===== src/rtl/icq_pkg.sv =====
package icq_pkg;

  // What the batch counter does in a given cycle.
  typedef enum logic [1:0] {
    CNT_HOLD   = 2'd0,
    CNT_STEP   = 2'd1,
    CNT_RELOAD = 2'd2,
    CNT_FIRE   = 2'd3
  } cnt_act_e;

  // What the idle timer does in a given cycle.
  typedef enum logic [1:0] {
    TMR_HOLD = 2'd0,
    TMR_LOAD = 2'd1,
    TMR_STEP = 2'd2,
    TMR_LAST = 2'd3
  } tmr_act_e;

endpackage


===== src/rtl/icq_batch_counter.sv =====
module icq_batch_counter
  import icq_pkg::*;
#(
  parameter int CNT_W = 8
) (
  input  logic             clk,
  input  logic             rst_n,
  input  logic             reload_i,
  input  logic             count_i,
  input  logic             expire_i,
  input  logic [CNT_W-1:0] limit_i,
  output logic [CNT_W-1:0] cnt_o,
  output logic             fire_o
);

  localparam logic [CNT_W-1:0] ONE = CNT_W'(1);

  // A limit of zero is read as one, so the counter never reaches zero.
  function automatic logic [CNT_W-1:0] eff_limit(input logic [CNT_W-1:0] lim);
    return (lim == '0) ? ONE : lim;
  endfunction

  // Start and timeout reload the counter. Otherwise a completion either
  // ends the batch or takes one step down.
  function automatic cnt_act_e pick_act(input logic rl, input logic ct,
                                        input logic ex,
                                        input logic [CNT_W-1:0] cur);
    if (rl || ex)        return CNT_RELOAD;
    else if (!ct)        return CNT_HOLD;
    else if (cur <= ONE) return CNT_FIRE;
    else                 return CNT_STEP;
  endfunction

  logic [CNT_W-1:0] cnt_q;
  logic [CNT_W-1:0] limit_eff;
  cnt_act_e         act;
  logic             fire_q;

  assign limit_eff = eff_limit(limit_i);
  assign act       = pick_act(reload_i, count_i, expire_i, cnt_q);

  always_ff @(posedge clk) begin
    if (!rst_n) begin
      cnt_q  <= ONE;
      fire_q <= 1'b0;
    end else begin
      fire_q <= (act == CNT_FIRE);
      unique case (act)
        CNT_STEP:             cnt_q <= cnt_q - ONE;
        CNT_RELOAD, CNT_FIRE: cnt_q <= limit_eff;
        default:              cnt_q <= cnt_q;
      endcase
    end
  end

  assign cnt_o  = cnt_q;
  assign fire_o = fire_q;

  // the counter never reads zero
  a_r4_never_zero: assert property (@(posedge clk) disable iff (!rst_n)
    cnt_q != '0);

  // a step lowers the count by one and raises no event
  a_r2_step_down: assert property (@(posedge clk) disable iff (!rst_n)
    (count_i && !reload_i && !expire_i && cnt_q > ONE)
      |=> (cnt_q == $past(cnt_q) - ONE) && !fire_o);

  // the last completion of a batch fires and reloads
  a_r3_fire_reload: assert property (@(posedge clk) disable iff (!rst_n)
    (count_i && !reload_i && !expire_i && cnt_q == ONE)
      |=> fire_o && (cnt_q == $past(limit_eff)));

  // a start request reloads and never fires
  a_r9_start_reload: assert property (@(posedge clk) disable iff (!rst_n)
    reload_i |=> (cnt_q == $past(limit_eff)) && !fire_o);

  // a timeout reloads the counter
  a_r7_expire_reload: assert property (@(posedge clk) disable iff (!rst_n)
    expire_i |=> cnt_q == $past(limit_eff));

endmodule


===== src/rtl/icq_delay_timer.sv =====
module icq_delay_timer
  import icq_pkg::*;
#(
  parameter int TMR_W = 8
) (
  input  logic             clk,
  input  logic             rst_n,
  input  logic             load_i,
  input  logic [TMR_W-1:0] load_val_i,
  input  logic             tick_i,
  output logic [TMR_W-1:0] tmr_o,
  output logic             expire_o,
  output logic             evt_o
);

  localparam logic [TMR_W-1:0] ONE = TMR_W'(1);

  // A load wins over a tick. A timer at zero is stopped.
  function automatic tmr_act_e pick_act(input logic ld, input logic tk,
                                        input logic [TMR_W-1:0] cur);
    if (ld)               return TMR_LOAD;
    else if (!tk)         return TMR_HOLD;
    else if (cur == '0)   return TMR_HOLD;
    else if (cur == ONE)  return TMR_LAST;
    else                  return TMR_STEP;
  endfunction

  logic [TMR_W-1:0] tmr_q;
  tmr_act_e         act;
  logic             evt_q;

  assign act = pick_act(load_i, tick_i, tmr_q);

  always_ff @(posedge clk) begin
    if (!rst_n) begin
      tmr_q <= '0;
      evt_q <= 1'b0;
    end else begin
      evt_q <= (act == TMR_LAST);
      unique case (act)
        TMR_LOAD:           tmr_q <= load_val_i;
        TMR_STEP, TMR_LAST: tmr_q <= tmr_q - ONE;
        default:            tmr_q <= tmr_q;
      endcase
    end
  end

  assign tmr_o    = tmr_q;
  assign expire_o = (act == TMR_LAST);
  assign evt_o    = evt_q;

  // a load takes the new value, whatever was running
  a_r5_load: assert property (@(posedge clk) disable iff (!rst_n)
    load_i |=> tmr_q == $past(load_val_i));

  // without a tick or a load the timer holds
  a_r6_hold: assert property (@(posedge clk) disable iff (!rst_n)
    (!load_i && !tick_i) |=> $stable(tmr_q));

  // a tick on a running timer takes one step
  a_r6_step: assert property (@(posedge clk) disable iff (!rst_n)
    (!load_i && tick_i && tmr_q != '0) |=> tmr_q == $past(tmr_q) - ONE);

  // the delay event only comes with an empty timer
  a_r7_evt_empty: assert property (@(posedge clk) disable iff (!rst_n)
    evt_o |-> tmr_q == '0);

  // an idle timer stays idle and quiet
  a_r10_idle: assert property (@(posedge clk) disable iff (!rst_n)
    (tmr_q == '0 && !load_i) |=> (tmr_q == '0) && !evt_o);

endmodule


===== src/rtl/irq_coalesce.sv =====
module irq_coalesce #(
  parameter int CNT_W = 8,
  parameter int TMR_W = 8
) (
  input  logic             clk,
  input  logic             rst_n,
  input  logic             start_i,
  input  logic             done_i,
  input  logic             tick_i,
  input  logic [CNT_W-1:0] limit_i,
  input  logic [TMR_W-1:0] delay_i,
  output logic             batch_evt_o,
  output logic             delay_evt_o,
  output logic [CNT_W-1:0] batch_cnt_o,
  output logic [TMR_W-1:0] delay_cnt_o
);

  // Named internal events, brought out for the assertions.
  logic done_acc;   // completion that is counted (no start in the same cycle)
  logic tmr_exp;    // the timer runs out in this cycle

  assign done_acc = done_i && !start_i;

  icq_batch_counter #(.CNT_W(CNT_W)) u_cnt (
    .clk      (clk),
    .rst_n    (rst_n),
    .reload_i (start_i),
    .count_i  (done_acc),
    .expire_i (tmr_exp),
    .limit_i  (limit_i),
    .cnt_o    (batch_cnt_o),
    .fire_o   (batch_evt_o)
  );

  icq_delay_timer #(.TMR_W(TMR_W)) u_tmr (
    .clk        (clk),
    .rst_n      (rst_n),
    .load_i     (done_acc),
    .load_val_i (delay_i),
    .tick_i     (tick_i),
    .tmr_o      (delay_cnt_o),
    .expire_o   (tmr_exp),
    .evt_o      (delay_evt_o)
  );

  // a completion with a zero delay leaves the timer stopped
  a_r8_zero_delay: assert property (@(posedge clk) disable iff (!rst_n)
    (done_acc && delay_i == '0) |=> (delay_cnt_o == '0) && !delay_evt_o);

  // a completion dropped by a start request does not touch the timer
  a_r9_drop_done: assert property (@(posedge clk) disable iff (!rst_n)
    (start_i && !tick_i) |=> $stable(delay_cnt_o));

  // right after reset everything is at rest
  a_r1_reset_state: assert property (@(posedge clk)
    !rst_n |=> (batch_cnt_o == CNT_W'(1)) && (delay_cnt_o == '0)
               && !batch_evt_o && !delay_evt_o);

endmodule


===== config.mk =====
export PLATFORM = sky130hd
export DESIGN_NAME = irq_coalesce
export DESIGN_NICKNAME = d
export VERILOG_FILES = /design/src/rtl/icq_pkg.sv /design/src/rtl/icq_batch_counter.sv /design/src/rtl/icq_delay_timer.sv /design/src/rtl/irq_coalesce.sv
export SDC_FILE = /design/constraint.sdc
export NUM_CORES = 1
export LEC_CHECK = 0
export BUFFER_PORTS_ARGS = -buffer_cell sky130_fd_sc_hd__buf_2
export CORE_UTILIZATION = 54
export DETAILED_ROUTE_END_ITERATION = 16
export GPL_TIMING_DRIVEN = 1
export MAX_ROUTING_LAYER = met4
export PLACE_DENSITY = 0.84
export SYNTH_ARGS = -nofsm -noshare
export SYNTH_HDL_FRONTEND = slang
export SYNTH_SLANG_ARGS = --single-unit

===== constraint.sdc =====
create_clock -name clk -period 3.9 [get_ports clk]
set_input_delay 0.195 -clock clk [delete_from_list [all_inputs] [get_ports clk]]
set_output_delay 0.195 -clock clk [all_outputs]
set_load 0.02 [all_outputs]

== Word level (Yosys, flattened, before mapping) ==
Index checks and enable logic that the tools add are counted.

* Bits in registers: 18
* Latch bits: 0
* Memory bits (writable): 0
* ROM bits: 0
* Input bits: 21
* Output and inout port bits: 18
* Word-level logic and storage cells: 33
* Memories: 0

* Add/subtract/negate cells: 2
* $mul: 0
* Divide/modulo/power cells: 0
* Magnitude comparators: 1
* Equal/unequal tests: 7
* Shift operators: 0
* Muxes and demuxes: 10
* Bitwise logic cells: 0
* Reduce and logical (&&, ||, !) cells: 9

{| class="wikitable"
|+ Operators with widths
! cell !! number
|-
| $pmux 8 s2 || 2
|-
| $logic_not 8->1 || 2
|-
| $sub 8x1->8 const B || 2
|-
| $mux 2 || 6
|-
| $eq 2x2->1 const B || 4
|-
| $eq 8x1->1 const B || 1
|-
| $le 8x1->1 const B || 1
|-
| $mux 8 || 1
|-
| $eq 2x1->1 const B || 2
|-
| $reduce_bool 2->1 || 2
|-
| $reduce_or 2->1 || 2
|-
| $logic_and 1x1->1 || 1
|-
| $logic_not 1->1 || 1
|-
| $logic_or 1x1->1 || 1
|-
| $mux 1 || 1
|}

== Depth between registers and ports, before layout ==
* Depth after elaboration: 11
* Gate-level depth with buffers: 9
* Depth with buffers taken out: 7

== Cells and area by module ==
Synthesis repeated with hierarchy kept, for this count alone.

* Cells, all modules: 140
* Area total of the unflattened synthesis: 1,201.2 µm²

{| class="wikitable"
|+ By module, submodules not included
! module !! instances !! cells an instance !! area each (µm²)
|-
| icq_batch_counter || 1 || 72 || 621.8
|-
| icq_delay_timer || 1 || 67 || 565.5
|-
| irq_coalesce || 1 || 1 || 13.8
|}

== Least setup slack after synthesis ==
Ideal clock, no wire load.

* Path kind: register to register
* From: register u_tmr.tmr_q[1], in the netlist u_tmr.tmr_o[1]
* To: register u_cnt.cnt_q[7], in the netlist u_cnt.cnt_o[7]
* Arrival time: 1.929 ns
* Required time: 3.827 ns
* Path slack: 1.898 ns
* Stages on the path, launching flop included: 9
* Buffers on the path: 1
* Period minus slack after synthesis: 2.002 ns
* Path through: dfxtp_1 inv_1 ha_1 nor3b_1 and4b_1 buf_6 nor3_4 mux2_4 o22ai_2

* Longest elaborated chain between the ends: 11
* Elaborated cells on any way between the ends: 15

{| class="wikitable"
|+ RTL lines
! element !! RTL line !! RTL
|-
| from (decl) || icq_delay_timer.sv:28 || <nowiki>logic [TMR_W-1:0] tmr_q;</nowiki>
|-
| from (signal assigned) || icq_delay_timer.sv:41 || <nowiki>TMR_LOAD: tmr_q <= load_val_i;</nowiki>
|-
| from (signal assigned) || icq_delay_timer.sv:42 || <nowiki>TMR_STEP, TMR_LAST: tmr_q <= tmr_q - ONE;</nowiki>
|-
| from (signal assigned) || icq_delay_timer.sv:43 || <nowiki>default: tmr_q <= tmr_q;</nowiki>
|-
| $eq 8x1->1 || icq_delay_timer.sv:24 || <nowiki>else if (cur == ONE) return TMR_LAST;</nowiki>
|-
| $mux 1 || icq_delay_timer.sv:24 ||
|-
| $mux 2 * || icq_delay_timer.sv:23 || <nowiki>else if (cur == '0) return TMR_HOLD;</nowiki>
|-
| $mux 2 * || icq_delay_timer.sv:22 || <nowiki>else if (!tk) return TMR_HOLD;</nowiki>
|-
| $mux 2 * || icq_delay_timer.sv:21 || <nowiki>if (ld) return TMR_LOAD;</nowiki>
|-
| $eq 2x2->1 * || icq_delay_timer.sv:49 || <nowiki>assign expire_o = (act == TMR_LAST);</nowiki>
|-
| $logic_or 1x1->1 * || icq_batch_counter.sv:28 || <nowiki>if (rl || ex) return CNT_RELOAD;</nowiki>
|-
| $mux 2 * || icq_batch_counter.sv:28 ||
|-
| $eq 2x2->1 || icq_batch_counter.sv:48 || <nowiki>unique case (act)</nowiki>
|-
| $reduce_or 2->1 || icq_batch_counter.sv:48 ||
|-
| $pmux 8 s2 / $reduce_bool 2->1 (equally long branches) || - ||
|-
| to (signal assigned) || icq_batch_counter.sv:49 || <nowiki>CNT_STEP: cnt_q <= cnt_q - ONE;</nowiki>
|-
| to (signal assigned) || icq_batch_counter.sv:50 || <nowiki>CNT_RELOAD, CNT_FIRE: cnt_q <= limit_eff;</nowiki>
|-
| to (signal assigned) || icq_batch_counter.sv:51 || <nowiki>default: cnt_q <= cnt_q;</nowiki>
|-
| to (decl) || icq_batch_counter.sv:34 || <nowiki>logic [CNT_W-1:0] cnt_q;</nowiki>
|}

Every way passes the cells marked *; elsewhere a longest branch is shown, timed or not.
A chain may end at the register's enable or synchronous reset.

== Worst setup path after layout ==
Same ends and word-level chain as after synthesis.

==> reports/summary.txt <==
========================================================================================================
Number of distinct library cells after synthesis                                                      46
Max Cap Viol                                                                                           0
Final critical-path share of the clock period                                                      56.7%
Clock tree root buffer cell                                                                 sky130_fd_sc_hd__clkbuf_4
Required time of the critical path                                                               4140 ps
Post-CTS setup buffer count                                                                            0
Synthesized area divided by synthesized cell count                                              8.50 um2
Total Power Consumption                                                                         0.560 mW
Final Skew                                                                                       4.83 ps
Number of port buffers                                                                                38
Number of top-level pins                                                                              39
Cell area after synthesis                                                                       1230 um2
Number of enable-type register cells in the synthesized netlist                                        0
Yosys top cell area share                                                                          29.2%
Drt initial violations                                                                                18
Die Width                                                                                        49.8 um
Worst-case vdd ir drop                                                                          0.306 mV
Share of flip-flops with an asynchronous set or reset                                                 0%
Setup repair after global routing missed its margin                                                   no
# nets final                                                                                         206
Maximum frequency from static timing analysis                                                    452 MHz
Post-DR wirelength/cell                                                                          14.6 um
Total negative slack                                                                                0 ps
PwrDens                                                                                       389 nW/um2
Number of clock buffers inserted by TritonCTS                                                          3
Yosys warning count                                                                                    0
Startpoint of the lowest-slack hold path                                                      delay_i[3]
Area growth syn-to-layout                                                                          16.6%
Number of flip-flops and latches in the synthesized netlist                                           18
Cell with the most instances after synthesis                                                sky130_fd_sc_hd__dfxtp_1
Floorplan core area                                                                             2060 um2
Number of placement rows                                                                              16
Sequential cell area fraction in the yosys report                                                  29.2%
Worst setup path class                                                                      flop to flop
Number of failing setup endpoints in the final timing report                                           0
Final Max Slew Viols                                                                                   0
Total number of vias                                                                                1285
Resized Gates After CTS                                                                                0
Buffer levels on the longest clock path                                                                2
HPWL after DPL                                                                                   2230 um
DRC                                                                                                    0
Number of nets with antenna violations after detailed routing                                          0
Syn nets                                                                                             171
Antenna cells                                                                                          0
Outcome                                                                                     complete, no violations
Vias in the first global route                                                                      1170
Beginning of the critical path                                                              u_tmr.tmr_o[1]
Hold Fails Final Rpt                                                                                   0
Max FO, Critical Path                                                                                 14
Clock latency on the worst-skew pair                                                              300 ps
Slew at the pin closest to its max-slew limit                                                     748 ps
Cell types with the largest area share after synthesis                                      sky130_fd_sc_hd__dfxtp_1 29%, sky130_fd_sc_hd__nand3_1 5.3%, sky130_fd_sc_hd__ha_1 5.1%, sky130_fd_sc_hd__nor2_1 4.3%, sky130_fd_sc_hd__o41ai_1 3.6%
Full die area                                                                                   2480 um2
Worst flop-to-flop path startpoint                                                          u_tmr.tmr_o[1]
Routability congestion estimate from global placement                                              0.857
Die Span Y                                                                                       49.8 um
Crit path time final                                                                             2210 ps
Category of the worst setup path capture point                                                      flop
Worst min-delay path category                                                               primary input to flop
Clock tree from TritonCTS                                                                          built
Routed via count divided by cell count                                                              6.24
Post-CTS clock slew at the launch and capture registers of the worst setup and hold paths         110 ps
Main flop type after synthesis                                                              sky130_fd_sc_hd__dfxtp_1
H-tree level count                                                                                     1
First-pass detailed-route iteration total                                                              4
Wire length reported by the detailed router                                                      3010 um
Overflow left after global routing                                                                     0
GRT Total Usage                                                                                    27.3%
Gate count after technology mapping                                                                  145
Hold-fix buffers at CTS                                                                                0
Initial Utilization                                                                                59.8%
Number of antenna violations at the first check in global routing                                      0
First-pass GRT wire length                                                                       5180 um
Sinks on the clock net                                                                                18
Leakage dissipation                                                                             0.616 nW
Arrival time at the worst endpoint                                                               2450 ps
Layout cell share with drive strength beyond 1                                                     28.5%
Commonest cells post-synth                                                                  18 x sky130_fd_sc_hd__dfxtp_1, 14 x sky130_fd_sc_hd__nor2_1, 13 x sky130_fd_sc_hd__nand3_1
Crit path launch type                                                                               flop
Top cell type by total area after synthesis                                                 sky130_fd_sc_hd__dfxtp_1
Maximum number of pins on one net before global-route repair                                          20
Headroom to the max-slew limit                                                                     49.7%
========================================================================================================
per-stage QoR:
stage	cell area [um2]	cells	setup WS, ps	utilization [%]	hold slack [ps]
after floorplan	1230	145	1900	-	331
after global routing	1440	206	1500	69.7	128
final	1440	206	1690	69.7	130
after global placement	1400	202	1830	68.0	435
after CTS	1440	206	1710	69.7	123
after detailed placement	1400	202	1740	68.0	445
metal layers:
metal	vias to the layer above	track usage [%]	part of all wire, %
met5	-	-	0
met1	611	34.5	47
li1	617	-	-
met3	5	3.70	5.3
met4	0	8.10	1.0
met2	52	44.8	47
final timing paths:
check	endpoint	slack [ps]	depth (start not counted)
setup / recovery	u_cnt.cnt_o[7]	1690	7
hold / removal	u_tmr.tmr_o[3]	130	3
setup reg to reg	u_cnt.cnt_o[7]	1690	7
hold reg to reg	u_cnt.cnt_o[7]	530	2
power by group:
part           internal [mW]  leakage (nW)  switching, mW  total [mW]
Combinational         0.0857         0.446          0.120       0.206
Clock                 0.0569        0.0210         0.0617       0.119
Sequential             0.204         0.149         0.0313       0.236
Total                  0.347         0.616          0.213       0.560
kinds of logic after synthesis:
logic type / after synthesis / share of synthesized area (%)
buf+inv: 15 / 6.60
mux: 3 / 2.84
xor+xnor: 4 / 2.84
compound gates: 34 / 22.2
fa+ha+maj: 5 / 5.08
flops: 18 / 29.2
simple gates: 66 / 31.2
layout make-up:
type,count,area (um2)
clock buffer,4,36.3
fill,180,624
inverter,7,26.3
multi-input combinational,112,791
sequential,18,360
tap,27,33.8
timing repair buffer,38,190
layout by cell type (no fill, tap or decap), types with 2 or more instances in the layout:
cell type                  instances
sky130_fd_sc_hd__nor3b_1           2
sky130_fd_sc_hd__ha_1              5
sky130_fd_sc_hd__nor2b_1           4
sky130_fd_sc_hd__nor4_1            2
sky130_fd_sc_hd__xnor2_1           2
sky130_fd_sc_hd__o221ai_1          2
sky130_fd_sc_hd__a311o_1           2
sky130_fd_sc_hd__clkbuf_4          3
sky130_fd_sc_hd__o41ai_1           5
sky130_fd_sc_hd__o21ai_0           2
sky130_fd_sc_hd__or4_1             3
sky130_fd_sc_hd__nand2_1           9
sky130_fd_sc_hd__nand3_1          13
sky130_fd_sc_hd__dfxtp_1          18
sky130_fd_sc_hd__nor2_1           14
sky130_fd_sc_hd__buf_2            38
sky130_fd_sc_hd__xor2_1            2
sky130_fd_sc_hd__nand4_1           4
sky130_fd_sc_hd__inv_1             6
sky130_fd_sc_hd__mux2i_1           2
sky130_fd_sc_hd__o211ai_1          4
sky130_fd_sc_hd__a21oi_1           7
sky130_fd_sc_hd__nor3_1            4
sky130_fd_sc_hd__a211oi_1          4
state kept, by name, indices dropped and copies added, names as in the netlist:
| signal | cells |
|---|---|
| u_tmr.tmr_o | 8 |
| u_cnt.cnt_o | 8 |
| u_tmr.evt_o | 1 |
| u_cnt.fire_o | 1 |
worst max-delay path: stages, from the launching register on:
cell and delay, ps:
sky130_fd_sc_hd__dfxtp_1 400, sky130_fd_sc_hd__inv_1 100, sky130_fd_sc_hd__ha_1 180, sky130_fd_sc_hd__nor3b_1 160, sky130_fd_sc_hd__and4b_1 310, sky130_fd_sc_hd__nor3_4 540, sky130_fd_sc_hd__mux2_4 350, sky130_fd_sc_hd__o22ai_2 120
Power figures use the tool's default switching activity.
